## src/rtl/nfc_pkg.sv

```systemverilog
// Shared codes for the flash command decoder.
// Assumes: command codes sit in the low byte of a host write word.
package nfc_pkg;
    typedef enum logic [1:0] {
        RM_ARRAY  = 2'd0,
        RM_IDENT  = 2'd1,
        RM_QUERY  = 2'd2,
        RM_STATUS = 2'd3
    } rd_mode_e;

    typedef enum logic [3:0] {
        OP_NONE   = 4'd0,
        OP_ERASE  = 4'd1,
        OP_CHIP   = 4'd2,
        OP_PROG   = 4'd3,
        OP_OTP    = 4'd4,
        OP_BUFLD  = 4'd5,
        OP_PAGE   = 4'd6,
        OP_SUSP   = 4'd7,
        OP_RESUME = 4'd8
    } op_kind_e;

    typedef enum logic [2:0] {
        S_IDLE,
        S_WAIT2,
        S_PB_CNT,
        S_PB_DATA,
        S_PB_CONF
    } seq_state_e;

    localparam logic [7:0] C_ARRAY  = 8'hFF;
    localparam logic [7:0] C_IDENT  = 8'h90;
    localparam logic [7:0] C_QUERY  = 8'h98;
    localparam logic [7:0] C_STAT   = 8'h70;
    localparam logic [7:0] C_CLRST  = 8'h50;
    localparam logic [7:0] C_ERASE  = 8'h20;
    localparam logic [7:0] C_CHIP   = 8'h30;
    localparam logic [7:0] C_PROGA  = 8'h40;
    localparam logic [7:0] C_PROGB  = 8'h10;
    localparam logic [7:0] C_PAGE   = 8'hE8;
    localparam logic [7:0] C_LOCKP  = 8'h60;
    localparam logic [7:0] C_OTP    = 8'hC0;
    localparam logic [7:0] C_SUSP   = 8'hB0;
    localparam logic [7:0] C_CONF   = 8'hD0;
    localparam logic [7:0] C_LKSET  = 8'h01;
    localparam logic [7:0] C_LKDOWN = 8'h2F;
    localparam logic [7:0] C_PCR    = 8'h04;
endpackage

```

## src/rtl/nfc_lock_bank.sv

```systemverilog
// Per-block lock and lock-down bits.
// Assumes: set/clear pulses last one cycle; an unlock is refused for a
// locked-down block; lock-down is cleared only by reset.
module nfc_lock_bank #(
    parameter int NBLK     = 8,
    parameter bit LOCK_RST = 1'b1,
    localparam int BW      = $clog2(NBLK)
) (
    input  logic            clk,
    input  logic            rst_n,
    input  logic            lk_set,
    input  logic            lk_clr,
    input  logic            lk_down,
    input  logic [BW-1:0]   blk,
    output logic [NBLK-1:0] lock_v,
    output logic [NBLK-1:0] down_v
);
    for (genvar b = 0; b < NBLK; b++) begin : g_blk
        // Update the lock bits of one block from decoded lock commands.
        always_ff @(posedge clk) begin
            if (!rst_n) begin
                lock_v[b] <= LOCK_RST;
                down_v[b] <= 1'b0;
            end else if (blk == BW'(b)) begin
                if (lk_set)
                    lock_v[b] <= 1'b1;
                else if (lk_clr && !down_v[b])
                    lock_v[b] <= 1'b0;
                if (lk_down)
                    down_v[b] <= 1'b1;
            end
        end

        p_down_holds_r9: assert property (@(posedge clk) disable iff (!rst_n)
            $past(down_v[b]) |-> (down_v[b] && !$fell(lock_v[b])));
    end
endmodule

```

## src/rtl/nfc_status.sv

```systemverilog
// Status byte: ready, suspended, sequence error and lock error.
// Assumes: set and clear pulses never coincide for the same flag.
module nfc_status (
    input  logic       clk,
    input  logic       rst_n,
    input  logic       eng_busy,
    input  logic       seq_err,
    input  logic       lock_err,
    input  logic       clr_err,
    input  logic       set_susp,
    input  logic       clr_susp,
    output logic       susp_q,
    output logic [7:0] status_byte
);
    logic seq_q;
    logic lck_q;

    // Hold the sticky error flags and the suspend flag.
    always_ff @(posedge clk) begin
        if (!rst_n) begin
            seq_q  <= 1'b0;
            lck_q  <= 1'b0;
            susp_q <= 1'b0;
        end else begin
            if (clr_err) begin
                seq_q <= 1'b0;
                lck_q <= 1'b0;
            end else begin
                if (seq_err)  seq_q <= 1'b1;
                if (lock_err) lck_q <= 1'b1;
            end
            if (set_susp)      susp_q <= 1'b1;
            else if (clr_susp) susp_q <= 1'b0;
        end
    end

    // Assemble the readable status byte.
    always_comb status_byte = {~eng_busy, susp_q, 1'b0, seq_q, 2'b00, lck_q, 1'b0};

    p_clear_r3: assert property (@(posedge clk) disable iff (!rst_n)
        clr_err |=> (status_byte[4] == 1'b0 && status_byte[1] == 1'b0));
endmodule

```

## src/rtl/nfc_seq_fsm.sv

```systemverilog
// Command sequence walker: decodes host writes, checks addresses and locks,
// drives read mode and registered one-cycle operation requests.
// Assumes: lock state of chk_blk is presented combinationally by the bank.
module nfc_seq_fsm
    import nfc_pkg::*;
#(
    parameter int ADDR_W   = 8,
    parameter int BLK_W    = 3,
    parameter int PB_DEPTH = 16,
    localparam int CW      = $clog2(PB_DEPTH)
) (
    input  logic              clk,
    input  logic              rst_n,
    input  logic              wr_en,
    input  logic [ADDR_W-1:0] wr_addr,
    input  logic [15:0]       wr_data,
    input  logic              eng_busy,
    input  logic              susp_q,
    input  logic              chk_locked,
    input  logic              chk_down,
    input  logic              any_locked,
    output logic [BLK_W-1:0]  chk_blk,
    output logic              seq_err,
    output logic              lock_err,
    output logic              clr_err,
    output logic              set_susp,
    output logic              clr_susp,
    output logic              lk_set,
    output logic              lk_clr,
    output logic              lk_down,
    output logic              pcr_we,
    output rd_mode_e          rd_mode,
    output logic              op_valid,
    output op_kind_e          op_kind,
    output logic [ADDR_W-1:0] op_addr,
    output logic [15:0]       op_data
);
    seq_state_e        st, st_n;
    rd_mode_e          mode_n;
    logic [7:0]        cmd, cmd_n;
    logic [ADDR_W-1:0] a1, a1_n;
    logic [CW-1:0]     cnt, cnt_n, idx, idx_n;
    logic              ov_n;
    op_kind_e          ok_n;
    logic [ADDR_W-1:0] oa_n;
    logic [15:0]       od_n;
    logic [7:0]        d;

    assign d = wr_data[7:0];

    // Decode one host write against the current sequence stage.
    always_comb begin
        st_n = st;  mode_n = rd_mode; cmd_n = cmd; a1_n = a1;
        cnt_n = cnt; idx_n = idx;
        ov_n = 1'b0; ok_n = OP_NONE; oa_n = wr_addr; od_n = wr_data;
        seq_err = 1'b0; lock_err = 1'b0; clr_err = 1'b0;
        set_susp = 1'b0; clr_susp = 1'b0;
        lk_set = 1'b0; lk_clr = 1'b0; lk_down = 1'b0; pcr_we = 1'b0;
        chk_blk = (st == S_PB_CONF) ? a1[ADDR_W-1 -: BLK_W] : wr_addr[ADDR_W-1 -: BLK_W];
        if (wr_en) begin
            unique case (st)
                S_IDLE: begin
                    cmd_n = d;
                    a1_n  = wr_addr;
                    case (d)
                        C_ARRAY: mode_n = RM_ARRAY;
                        C_IDENT: mode_n = RM_IDENT;
                        C_QUERY: mode_n = RM_QUERY;
                        C_STAT:  mode_n = RM_STATUS;
                        C_CLRST: clr_err = 1'b1;
                        C_ERASE, C_CHIP, C_PROGA, C_PROGB, C_LOCKP, C_OTP:
                            st_n = S_WAIT2;
                        C_PAGE:  st_n = S_PB_CNT;
                        C_SUSP: begin
                            mode_n = RM_STATUS;
                            if (eng_busy && !susp_q) begin
                                ov_n = 1'b1; ok_n = OP_SUSP; set_susp = 1'b1;
                            end
                        end
                        C_CONF: begin
                            if (susp_q) begin
                                ov_n = 1'b1; ok_n = OP_RESUME; clr_susp = 1'b1;
                                mode_n = RM_STATUS;
                            end else begin
                                seq_err = 1'b1;
                            end
                        end
                        default: seq_err = 1'b1;
                    endcase
                end
                S_WAIT2: begin
                    st_n = S_IDLE;
                    if (wr_addr != a1) begin
                        seq_err = 1'b1;
                    end else begin
                        case (cmd)
                            C_ERASE: begin
                                mode_n = RM_STATUS;
                                if (d != C_CONF)   seq_err  = 1'b1;
                                else if (chk_locked) lock_err = 1'b1;
                                else begin ov_n = 1'b1; ok_n = OP_ERASE; end
                            end
                            C_CHIP: begin
                                mode_n = RM_STATUS;
                                if (d != C_CONF)   seq_err  = 1'b1;
                                else if (any_locked) lock_err = 1'b1;
                                else begin ov_n = 1'b1; ok_n = OP_CHIP; end
                            end
                            C_PROGA, C_PROGB: begin
                                mode_n = RM_STATUS;
                                if (chk_locked) lock_err = 1'b1;
                                else begin ov_n = 1'b1; ok_n = OP_PROG; end
                            end
                            C_OTP: begin
                                mode_n = RM_STATUS;
                                ov_n = 1'b1; ok_n = OP_OTP;
                            end
                            default: begin
                                case (d)
                                    C_LKSET:  lk_set = 1'b1;
                                    C_CONF: begin
                                        if (chk_down) lock_err = 1'b1;
                                        else          lk_clr = 1'b1;
                                    end
                                    C_LKDOWN: lk_down = 1'b1;
                                    C_PCR:    pcr_we = 1'b1;
                                    default:  seq_err = 1'b1;
                                endcase
                            end
                        endcase
                    end
                end
                S_PB_CNT: begin
                    if (wr_data >= 16'(PB_DEPTH)) begin
                        seq_err = 1'b1; st_n = S_IDLE;
                    end else begin
                        cnt_n = wr_data[CW-1:0]; idx_n = '0; st_n = S_PB_DATA;
                    end
                end
                S_PB_DATA: begin
                    if (wr_addr != a1 + ADDR_W'(idx)) begin
                        seq_err = 1'b1; st_n = S_IDLE;
                    end else begin
                        ov_n = 1'b1; ok_n = OP_BUFLD;
                        if (idx == cnt) st_n = S_PB_CONF;
                        else            idx_n = idx + 1'b1;
                    end
                end
                S_PB_CONF: begin
                    st_n = S_IDLE;
                    mode_n = RM_STATUS;
                    if (d != C_CONF || wr_addr[ADDR_W-1 -: BLK_W] != a1[ADDR_W-1 -: BLK_W])
                        seq_err = 1'b1;
                    else if (chk_locked)
                        lock_err = 1'b1;
                    else begin
                        ov_n = 1'b1; ok_n = OP_PAGE; oa_n = a1;
                        od_n = 16'(cnt) + 16'd1;
                    end
                end
                default: st_n = S_IDLE;
            endcase
            if (seq_err || lock_err) mode_n = RM_STATUS;
        end
    end

    // Register sequence state, read mode and the request outputs.
    always_ff @(posedge clk) begin
        if (!rst_n) begin
            st <= S_IDLE; rd_mode <= RM_ARRAY; cmd <= '0; a1 <= '0;
            cnt <= '0; idx <= '0;
            op_valid <= 1'b0; op_kind <= OP_NONE; op_addr <= '0; op_data <= '0;
        end else begin
            st <= st_n; rd_mode <= mode_n; cmd <= cmd_n; a1 <= a1_n;
            cnt <= cnt_n; idx <= idx_n;
            op_valid <= ov_n; op_kind <= ok_n; op_addr <= oa_n; op_data <= od_n;
        end
    end

    p_op_from_write_r4: assert property (@(posedge clk) disable iff (!rst_n)
        op_valid |-> $past(wr_en));
    p_op_kind_set_r5: assert property (@(posedge clk) disable iff (!rst_n)
        op_valid |-> (op_kind != OP_NONE));
endmodule

```

## src/rtl/nor_cmd_front.sv

```systemverilog
// Top of the flash command decoder: sequence walker, lock bank, status
// byte and partition configuration register.
// Assumes: block number is the upper BLK_W address bits.
module nor_cmd_front
    import nfc_pkg::*;
#(
    parameter int ADDR_W    = 8,
    parameter int BLK_WORDS = 32,
    parameter int PB_DEPTH  = 16,
    parameter bit LOCK_RST  = 1'b1,
    localparam int OFF_W    = $clog2(BLK_WORDS),
    localparam int BLK_W    = ADDR_W - OFF_W,
    localparam int NBLK     = 1 << BLK_W
) (
    input  logic              clk,
    input  logic              rst_n,
    input  logic              wr_en,
    input  logic [ADDR_W-1:0] wr_addr,
    input  logic [15:0]       wr_data,
    input  logic              eng_busy,
    output logic [1:0]        rd_mode,
    output logic [7:0]        status_byte,
    output logic [ADDR_W-1:0] pcr_q,
    output logic              op_valid,
    output logic [3:0]        op_kind,
    output logic [ADDR_W-1:0] op_addr,
    output logic [15:0]       op_data
);
    logic [BLK_W-1:0] chk_blk;
    logic [NBLK-1:0]  lock_v, down_v;
    logic seq_err, lock_err, clr_err, set_susp, clr_susp;
    logic lk_set, lk_clr, lk_down, pcr_we, susp_q;
    rd_mode_e mode_e;
    op_kind_e kind_e;

    nfc_seq_fsm #(.ADDR_W(ADDR_W), .BLK_W(BLK_W), .PB_DEPTH(PB_DEPTH)) u_fsm (
        .clk(clk), .rst_n(rst_n), .wr_en(wr_en), .wr_addr(wr_addr),
        .wr_data(wr_data), .eng_busy(eng_busy), .susp_q(susp_q),
        .chk_locked(lock_v[chk_blk]), .chk_down(down_v[chk_blk]),
        .any_locked(|lock_v), .chk_blk(chk_blk),
        .seq_err(seq_err), .lock_err(lock_err), .clr_err(clr_err),
        .set_susp(set_susp), .clr_susp(clr_susp),
        .lk_set(lk_set), .lk_clr(lk_clr), .lk_down(lk_down), .pcr_we(pcr_we),
        .rd_mode(mode_e), .op_valid(op_valid), .op_kind(kind_e),
        .op_addr(op_addr), .op_data(op_data)
    );

    nfc_lock_bank #(.NBLK(NBLK), .LOCK_RST(LOCK_RST)) u_lock (
        .clk(clk), .rst_n(rst_n), .lk_set(lk_set), .lk_clr(lk_clr),
        .lk_down(lk_down), .blk(chk_blk), .lock_v(lock_v), .down_v(down_v)
    );

    nfc_status u_stat (
        .clk(clk), .rst_n(rst_n), .eng_busy(eng_busy), .seq_err(seq_err),
        .lock_err(lock_err), .clr_err(clr_err), .set_susp(set_susp),
        .clr_susp(clr_susp), .susp_q(susp_q), .status_byte(status_byte)
    );

    assign rd_mode = mode_e;
    assign op_kind = kind_e;

    // Partition configuration register, loaded from the address bus.
    always_ff @(posedge clk) begin
        if (!rst_n)      pcr_q <= '0;
        else if (pcr_we) pcr_q <= wr_addr;
    end

    p_unlocked_target_r8: assert property (@(posedge clk) disable iff (!rst_n)
        (op_valid && (kind_e == OP_ERASE || kind_e == OP_PROG || kind_e == OP_PAGE))
        |-> !lock_v[op_addr[ADDR_W-1 -: BLK_W]]);
    p_err_to_status_r6: assert property (@(posedge clk) disable iff (!rst_n)
        $rose(status_byte[4]) |-> (mode_e == RM_STATUS));
    p_suspend_busy_r12: assert property (@(posedge clk) disable iff (!rst_n)
        (op_valid && kind_e == OP_SUSP) |-> $past(eng_busy));
endmodule

```

## config.mk

```make
export PLATFORM = sky130hd
export DESIGN_NAME = nor_cmd_front
export DESIGN_NICKNAME = d
export VERILOG_FILES = /design/src/rtl/nfc_pkg.sv /design/src/rtl/nfc_lock_bank.sv /design/src/rtl/nfc_status.sv /design/src/rtl/nfc_seq_fsm.sv /design/src/rtl/nor_cmd_front.sv
export SDC_FILE = /design/constraint.sdc
export NUM_CORES = 1
export LEC_CHECK = 0
export BUFFER_PORTS_ARGS = -buffer_cell sky130_fd_sc_hd__buf_2
export CORE_MARGIN = 1.5
export CORE_UTILIZATION = 57
export DETAILED_ROUTE_END_ITERATION = 16
export PLACE_DENSITY = 0.8
export SETUP_SLACK_MARGIN = 0.2
export SLEW_MARGIN = 20
export SYNTH_ARGS = -nofsm -noshare
export SYNTH_HDL_FRONTEND = slang
export SYNTH_SLANG_ARGS = --single-unit
export TNS_END_PERCENT = 30
```

## constraint.sdc

```tcl
create_clock -name clk -period 3.7 [get_ports clk]
set_clock_uncertainty 0.2 [all_clocks]
set_input_delay 0.37 -clock clk [delete_from_list [all_inputs] [get_ports clk]]
set_output_delay 0.37 -clock clk [all_outputs]
set_load 0.01 [all_outputs]
```

==> flow_metrics.tcl <==
set metrics [dict create \
    run_status "completed" \
    ir_drop_mv 0.214 \
    diodes 0 \
    cp_top_family "compound AO/OA/AOI/OAI gates" \
    path_class "flop to flop" \
    slew_headroom_pct 43.0 \
    port_buffers 70 \
    holdBufCountCts 0 \
    htreeDepth 3 \
    clock_latency_ns 0.37 \
    placementRows 33 \
    fin_crit_sh_pct 86.9 \
    synth_area_per_cell_sq_um 8.64 \
    synth.distinct_cells 78 \
    io_pins 75 \
    drc 0 \
    crit_slowest_cell "nor3b_1" \
    first_global_vias 4029 \
    path_cells "ha_1, fa_1, and3_1, a2111oi_0, a211o_2, nand3_1, nor3b_1, a21oi_1, a21oi_1" \
    yosysSeqAreaShare_pct 35.3 \
    finalSetupViolCount 0 \
    setup_ws_ns 0.484 \
    cts_sinks 85 \
    reg2regPathDepth 9 \
    power.leakage_nw 2.22 \
    vias_per_cell 6.09 \
    cts_tree "done" \
    overflow 0 \
    start_kind "flop" \
    nets 641 \
    layout.cells.non_filler 716 \
    die_w_microns 95.0 \
    post-cts-setup-buffers 0 \
    path_depth 9 \
    fin_crit_ns 3.22 \
    place_inst 700 \
    cts_resized 0 \
    synth_ff_type "dfxtp_1" \
    grtUsageTotal_pct 27.5 \
    syn-instance-count 559 \
    holdCritPathClass "input port to flop" \
    core_area_sq_um 8220 \
    hold_violations 0 \
    grt_setup_unrepaired "false" \
    root_buffer "clkbuf_8" \
    async_reset_ff_share_pct 0 \
    gp_congestion 0.940 \
    tns_ns 0 \
    drv_slew 0 \
    dp_slack_ns 0.508 \
    path_max_fanout 5 \
    cts_buffers 9 \
    timing.fmax_ghz 0.311 \
    ant_nets 0 \
    ys_ff_latch 85 \
    dieArea_sq_um 9030 \
    die_y_microns 95.0 \
    worst_setup_path_end_kind "flop" \
    synth_area_sq_um 4830 \
    first_iter_violations 247 \
    wl_microns 11900 \
    powerDensity_nw_per_um2 389 \
    syn_to_final_growth_pct 11.4 \
    cp_num_buf_inv 0 \
    hold_depth 2 \
    antenna_found_initial 0 \
    via_count 4359 \
    initial_core_util_pct 58.7 \
    holdWs_ns 0.0283 \
    cap_violations 0 \
    grt_first_pass_wirelength_microns 19400 \
    ys_warn_count 0 \
    dp_hpwl_microns 8560 \
    crit_top_cell "a21oi_1" \
    synth_edf_count 0 \
    cts_buffer_depth 2 \
    clk_pin_slew_worst_paths_ns 0.09 \
    dr.pass1.iters 5 \
    wl_per_cell_microns 16.6 \
    arrival_ns 3.30 \
    worstMarginPinSlew_ns 0.854 \
    layout-drive-gt1-share_pct 20.1 \
    grt_max_degree 60 \
    critical_path_required_ns 3.79 \
    slowest_delay_ns 0.52 \
]
[worst reg2reg max path, cell delays in order (launching register included)]
cell,delay (ns)
dfxtp_1,0.38
ha_1,0.27
fa_1,0.44
and3_1,0.22
a2111oi_0,0.44
a211o_2,0.21
nand3_1,0.11
nor3b_1,0.52
a21oi_1,0.14
a21oi_1,0.20
[metrics by stage]
step / instance area, sq um / util (%) / total power, W
floorplan: 4840 / - / 0.00125
global placement: 5150 / 62.6 / 0.00133
detailed placement: 5150 / 62.6 / 0.00134
CTS: 5380 / 65.4 / 0.00210
global route: 5380 / 65.4 / 0.00218
finish: 5380 / 65.4 / 0.00209
[report_power, final]
part | internal (W) | switching [W]
combinational | 0.000131 | 0.000202
sequential | 0.000951 | 0.0000427
clock | 0.000404 | 0.000362
[synth_stat cells (all sizes together), types with 6 or more instances]
cell    count  area [sq um]
and3       20           129
nor4        9          71.3
or4         6          45.0
nand4       7          43.8
xor2       10          95.1
o21a        7          52.6
nand2b      9          56.3
nor3        7          35.0
a21oi      17          85.1
o21ai       8          40.0
buf        16           118
o221ai      6          52.6
inv         8          30.0
nor2b      27           169
or3         6          47.5
mux2i      24           253
o211ai      9          67.6
clkbuf     27           101
a21boi     21           158
nand3      23           115
nor2       35           131
ha          6          75.1
xnor2      11          96.3
dfxtp      85          1700
a31oi       8          50.1
o31ai       8          75.1
nand2      63           239
[final timing paths]
| path | start | end | slack [ns] |
|---|---|---|---|
| min | wr_data[9] | u_fsm.op_data[9]$_SDFF_PN0_ | 0.03 |
| max reg2reg | u_fsm.idx[0]$_SDFFE_PN0P_ | u_fsm.op_kind[0]$_SDFF_PN0_ | 0.48 |
| max | u_fsm.idx[0]$_SDFFE_PN0P_ | u_fsm.op_kind[0]$_SDFF_PN0_ | 0.48 |
| min reg2reg | u_stat.seq_q$_SDFFE_PP0P_ | u_stat.seq_q$_SDFFE_PP0P_ | 0.26 |
[final cells by class]
class	count	area (sq um)
well taps	105	131
flip-flops and latches	85	1700
inverters	8	30.0
clock inverters	6	93.8
fillers	737	2840
clock buffers	10	138
multi-input cells	426	2890
repair buffers	76	395
[cell usage in the layout, fill, tap and decap left out, drive strengths merged, types with 5 or more instances in the layout]
master and count:
and2 5, nand3 23, nor2b 27, mux2i 24, nand2b 9, a31oi 8, and3 20, o21a 7
a21oi 17, xor2 10, ha 6, buf 76, o31ai 8, nor2 35, xnor2 11, nor3 7
nand4 7, or4 6, a21o 5, o221ai 6, clkbuf 10, inv 10, nor4 9, o211ai 9
or3 6, o21ai 8, dfxtp 85, nand2 63, a21boi 21, mux2 5
[logic make-up (layout without fill, tap and decap cells)]
| kind of cell | Yosys count | count (layout) | synth area share (%) |
|---|---|---|---|
| xor+xnor | 21 | 21 | 3.97 |
| simple gates | 240 | 240 | 27.2 |
| buf+inv | 51 | 100 | 5.16 |
| flops | 85 | 85 | 35.3 |
| mux | 29 | 29 | 6.48 |
| compound gates | 125 | 125 | 19.9 |
| fa+ha+maj | 7 | 7 | 1.97 |
| other cells | 1 | 4 | 0.0777 |
[sequential cells by signal, indices dropped and copies added, names as in the netlist, 4 cells and up]
signal / count
u_fsm.a1: 8
u_fsm.idx: 4
pcr_q: 8
u_fsm.cnt: 4
u_fsm.op_addr: 8
u_lock.down_v: 8
u_fsm.cmd: 8
u_fsm.op_data: 16
u_lock.lock_v: 8
u_fsm.op_kind: 4
[layer usage]
layer	routed length, microns	global-route usage (%)	share of wire (%)
met4	369	13.9	3.1
met5	0	0	0
met3	852	4.23	7.2
met1	5320	35.9	45
met2	5340	44.1	45
Note: power is estimated with default switching activity, not from simulation.
